**config.mk**
```make
export PLATFORM = sky130hd
export DESIGN_NAME = short_retry_latch
export DESIGN_NICKNAME = d
export VERILOG_FILES = /design/src/rtl/short_retry_pkg.sv /design/src/rtl/short_retry_dp.sv /design/src/rtl/short_retry_ctrl.sv /design/src/rtl/short_retry_latch.sv
export SDC_FILE = /design/constraint.sdc
export NUM_CORES = 1
export LEC_CHECK = 0
export ABC_AREA = 1
export BUFFER_PORTS_ARGS = -buffer_cell sky130_fd_sc_hd__buf_2
export CORE_MARGIN = 4
export CORE_UTILIZATION = 25
export CTS_BUF_LIST = sky130_fd_sc_hd__clkbuf_4
export CTS_CLUSTER_SIZE = 10
export DETAILED_ROUTE_END_ITERATION = 10
export HOLD_SLACK_MARGIN = 0.15
export PLACE_DENSITY_LB_ADDON = 0.12
export SLEW_MARGIN = 20
export SYNTH_ARGS = -nofsm -noshare
export SYNTH_HDL_FRONTEND = slang
export SYNTH_SLANG_ARGS = --single-unit
```
**constraint.sdc**
```tcl
create_clock -name clk -period 1.44 [get_ports clk]
set_clock_uncertainty 0.05 [all_clocks]
set_input_delay 0.144 -clock clk [delete_from_list [all_inputs] [get_ports clk]]
set_output_delay 0.144 -clock clk [all_outputs]
set_load 0.03 [all_outputs]
```
**src/rtl/short_retry_pkg.sv**
```systemverilog
package short_retry_pkg;

  typedef enum logic [1:0] {
    ST_NORMAL      = 2'd0,
    ST_OFF_WAIT    = 2'd1,
    ST_RETRY_CHECK = 2'd2,
    ST_LATCHED     = 2'd3
  } protState_e;

  // strobes from control to datapath
  typedef struct packed {
    logic timerClr;
    logic filtClr;
  } ctrlStrobe_s;

  // status from datapath to control
  typedef struct packed {
    logic shortQual;
    logic offDone;
    logic checkDone;
  } dpStatus_s;

endpackage

```
**src/rtl/short_retry_dp.sv**
```systemverilog
module short_retry_dp
  import short_retry_pkg::*;
#(
  parameter int FILT_CYCLES  = 3,
  parameter int OFF_CYCLES   = 51200,
  parameter int CHECK_CYCLES = 2048
) (
  input  logic        clk,
  input  logic        rstN,
  input  logic        shortDet,
  input  ctrlStrobe_s strobe,
  output dpStatus_s   status
);

  localparam int TIMER_MAX = (OFF_CYCLES > CHECK_CYCLES) ? OFF_CYCLES : CHECK_CYCLES;
  localparam int TW        = $clog2(TIMER_MAX + 1);
  localparam int FW        = (FILT_CYCLES > 1) ? $clog2(FILT_CYCLES + 1) : 1;
  localparam logic [FW-1:0] FILT_LAST = FW'(FILT_CYCLES - 1);
  localparam logic [TW-1:0] OFF_LAST  = TW'(OFF_CYCLES - 1);
  localparam logic [TW-1:0] CHK_LAST  = TW'(CHECK_CYCLES - 1);
  localparam logic [TW-1:0] TMR_TOP   = TW'(TIMER_MAX);

  logic [FW-1:0] filtCnt;
  logic [TW-1:0] timerQ;

  // consecutive-sample glitch filter
  always_ff @(posedge clk or negedge rstN) begin
    if (!rstN) begin
      filtCnt <= '0;
    end else if (strobe.filtClr || !shortDet) begin
      filtCnt <= '0;
    end else if (filtCnt != FILT_LAST) begin
      filtCnt <= filtCnt + 1'b1;
    end
  end

  // shared phase timer, saturating
  always_ff @(posedge clk or negedge rstN) begin
    if (!rstN) begin
      timerQ <= '0;
    end else if (strobe.timerClr) begin
      timerQ <= '0;
    end else if (timerQ != TMR_TOP) begin
      timerQ <= timerQ + 1'b1;
    end
  end

  always_comb begin
    status.shortQual = shortDet && !strobe.filtClr && (filtCnt == FILT_LAST);
    status.offDone   = (timerQ == OFF_LAST);
    status.checkDone = (timerQ == CHK_LAST);
  end

endmodule

```
**src/rtl/short_retry_ctrl.sv**
```systemverilog
module short_retry_ctrl
  import short_retry_pkg::*;
(
  input  logic        clk,
  input  logic        rstN,
  input  logic        chipEn,
  input  dpStatus_s   status,
  output ctrlStrobe_s strobe,
  output logic        bridgeOn,
  output logic        faultFlag
);

  protState_e stateQ, stateNxt;

  always_comb begin
    stateNxt = stateQ;
    unique case (stateQ)
      ST_NORMAL:      if (status.shortQual) stateNxt = ST_OFF_WAIT;
      ST_OFF_WAIT:    if (status.offDone)   stateNxt = ST_RETRY_CHECK;
      ST_RETRY_CHECK: begin
        if (status.shortQual)      stateNxt = ST_LATCHED;
        else if (status.checkDone) stateNxt = ST_NORMAL;
      end
      ST_LATCHED:     stateNxt = ST_LATCHED;
      default:        stateNxt = ST_NORMAL;
    endcase
    if (!chipEn) stateNxt = ST_NORMAL;
  end

  always_ff @(posedge clk or negedge rstN) begin
    if (!rstN) stateQ <= ST_NORMAL;
    else       stateQ <= stateNxt;
  end

  always_comb begin
    bridgeOn        = chipEn && (stateQ == ST_NORMAL || stateQ == ST_RETRY_CHECK);
    faultFlag       = (stateQ == ST_LATCHED);
    strobe.filtClr  = !bridgeOn;
    strobe.timerClr = (stateNxt != stateQ) || (stateQ == ST_NORMAL) || (stateQ == ST_LATCHED);
  end

endmodule

```
**src/rtl/short_retry_latch.sv**
```systemverilog
module short_retry_latch
  import short_retry_pkg::*;
#(
  parameter int FILT_CYCLES  = 3,
  parameter int OFF_CYCLES   = 51200,
  parameter int CHECK_CYCLES = 2048
) (
  input  logic clk,
  input  logic rstN,
  input  logic chipEn,
  input  logic shortDet,
  output logic bridgeOn,
  output logic faultFlag
);

  ctrlStrobe_s strobe;
  dpStatus_s   status;

  short_retry_dp #(
    .FILT_CYCLES (FILT_CYCLES),
    .OFF_CYCLES  (OFF_CYCLES),
    .CHECK_CYCLES(CHECK_CYCLES)
  ) u_dp (
    .clk     (clk),
    .rstN    (rstN),
    .shortDet(shortDet),
    .strobe  (strobe),
    .status  (status)
  );

  short_retry_ctrl u_ctrl (
    .clk      (clk),
    .rstN     (rstN),
    .chipEn   (chipEn),
    .status   (status),
    .strobe   (strobe),
    .bridgeOn (bridgeOn),
    .faultFlag(faultFlag)
  );

endmodule

```
==> run metrics <==
Min Hold Slack 278 ps; worst path bufs/invs 1; drt total wl 3.06 mm; Top FF cell, synth dfrtp_1; proportion of layout cells with a drive suffix above 1 49.2%; largest net degree at the start of global routing 21; FF-to-FF setup slack -170 ps; crit-path max FO 4; diode count 0; Max Clk Rate 622 MHz; Global Route Usage Sum 10.7%; final core occ 38.3%; Area growth syn-to-layout 45.0%; first-pass GRT wire length 5.27 mm; row cnt 25; Cells after Synth 150; global route overflow 0; Power, Total 0.907 mW; clock latency on the worst-skew pair 300 ps; total iterations of the first detailed-routing run 4; CP endpoint kind register; DR vias 1091; # DRC 0; clk sink count 20; Worst slew margin 66.2%; io pins 6; CP max stage cell dfrtp_1; starting density of the core 26.4%; Die Wd 79.6 um; Leakage 0.793 nW; Synth Register Bits 20; max_cap viols 0; Post-Route M1 WL 1.47 mm; FF-to-FF Start u_dp.timerQ[1]; Critical Path End u_dp.timerQ[5]; CP delay by family, top simple AND/OR/NAND/NOR gates; r2r worst-path depth 10; Synth top area share 39.1%; met3 WL post-DR 39 um; most common cell in the netlist nor2_1; # H-tree levels 1; CP max stage delay 440 ps; Root Driver clkbuf_4; metal2 WL 1.53 mm; Post-synth EDFFs 0; total core area 4850 um2; final worst slack -167 ps; Placed Cells 257; worst-margin pin slew 507 ps; Synth area leaders dfrtp_1 39%, nor2_4 9.7%, xor2_1 8.9%; Commonest cells post-synth 22 x nor2_1, 20 x dfrtp_1, 17 x nand2_1; status finished with violations; DR top layer met4; non-filler instance count after layout 266; DRT antenna net count 0; Final GP Congestion 0.761; CP cell instances ha_4, nand3_4, nor2_4, nand3_2, nand2_4, nand2_2, nand2_2, nand2_4, clkbuf_16, nor2_4; Synth cell types 21; vias in the first global route 1164; Mapped Avg Cell Area 8.53 um2; CP required 1640 ps; crit start category register; Place WS -168 ps; final hold vios 0; ys async rst share 100%; CTS tree yes; Via-to-Cell Ratio 4.10; yosys warns 0; stages on the worst setup path 10; DIE HEIGHT 79.6 um; type of the worst setup path reg -> reg; # port buffers 5; VDD IR max 0.267 mV; Worst EP arrival 1810 ps; CTS Buffer Depth 2; clk slew on worst S/H paths 120 ps; syn_nets 157; R2R Path End u_dp.timerQ[5]; fillers 492; die footprint 6330 um2; P per Cell Area 489 nW/um2; final worst path period share 112%; Mapped Area 1280 um2; final-report setup violation count 16; nets 208; Iter 0 DRT Violations 38; worst setup path start u_dp.timerQ[1]; RSZ-0062 raised after global routing true; area leader, netlist dfrtp_1; min-delay worst type in -> async; register area share after synthesis 39.1%; wire length per cell 11.5 um; Post-DP HPWL 2.28 mm; initial antenna violation count 0; failing checks setup timing; Num CTS Buffers 3; post-layout min period 1610 ps; fin. max-slew vios 0
## kinds of logic after synthesis
kind of cell             after synthesis  share of synthesized area [%]
flip-flops                            20                           39.1
AND/OR/NAND/NOR                       85                           37.8
adder cells (fa/ha/maj)                3                           2.93
XOR/XNOR                              15                           10.3
buffers and inverters                 22                           7.82
AO/OA/AOI/OAI                          5                           2.05
## area by class of cell
cell class / count / area (um2) / area share [%]
Tap cell: 67 / 83.8 / 4.52
Multi-Input combinational cell: 108 / 781 / 42.1
Clock buffer: 3 / 22.5 / 1.21
Inverter: 20 / 75.1 / 4.05
Sequential cell: 20 / 500 / 27.0
Timing Repair Buffer: 48 / 393 / 21.2
## placed cells by master, fill, tap and decap left out, drive strengths merged
cell | netlist | final
o21ai | 1 | 1
ha | 3 | 3
xor2 | 13 | 13
xnor2 | 2 | 2
clkbuf | 0 | 4
buf | 2 | 44
nand3 | 11 | 11
nor3 | 5 | 5
nor2 | 37 | 37
a21oi | 3 | 3
inv | 20 | 20
nand2 | 27 | 27
nand4 | 5 | 5
dlygate4sd3 | 0 | 3
a31oi | 1 | 1
dfrtp | 20 | 20
## how the worst min path moves through the flow
stage	depth (start not counted)	slack [ps]	to
CTS	5	280	u_ctrl.stateQ[1]
global placement	1	100	u_dp.timerQ[0]
global route	2	310	u_dp.timerQ[0]
finish	2	280	u_dp.timerQ[0]
detailed placement	1	90	u_dp.timerQ[0]
floorplan	0	-200	u_ctrl.stateQ[0]
## per-stage QoR
stage          TNS [ps]  instance area [um2]
6_report          -2390                 1860
5_1_grt           -3840                 1860
4_1_cts           -2220                 1770
3_5_place_dp      -2310                 1690
3_3_place_gp      -2240                 1690
2_1_floorplan      -435                 1320
## sequential cells by signal, indices dropped and copies added, names as in the netlist
register       flops
u_dp.filtCnt       2
u_dp.timerQ       16
u_ctrl.stateQ      2
## per-layer routing
metal | vias up | global-route usage, %
met1 | 522 | 13.6
met4 | 0 | 3.09
met3 | 2 | 2.03
met2 | 2 | 18.4
li1 | 565 | -
met5 | - | 0
## timing repair
item | in CTS | in global routing
gates cloned | 0 | 1
buffers inserted | 0 | 2
pin swaps | 1 | 3
gates resized for setup | 7 | 13
setup endpoints to repair | 16 | 17
hold buffers | 3 | 0
endpoints found under the hold margin | 23 | 0
## where the power goes
group	total [mW]	internal (mW)	switching, mW
registers	0.567	0.565	0.00225
clock network	0.282	0.0974	0.184
logic	0.0584	0.0238	0.0346
No activity file was read; power rests on OpenSTA's default activity.
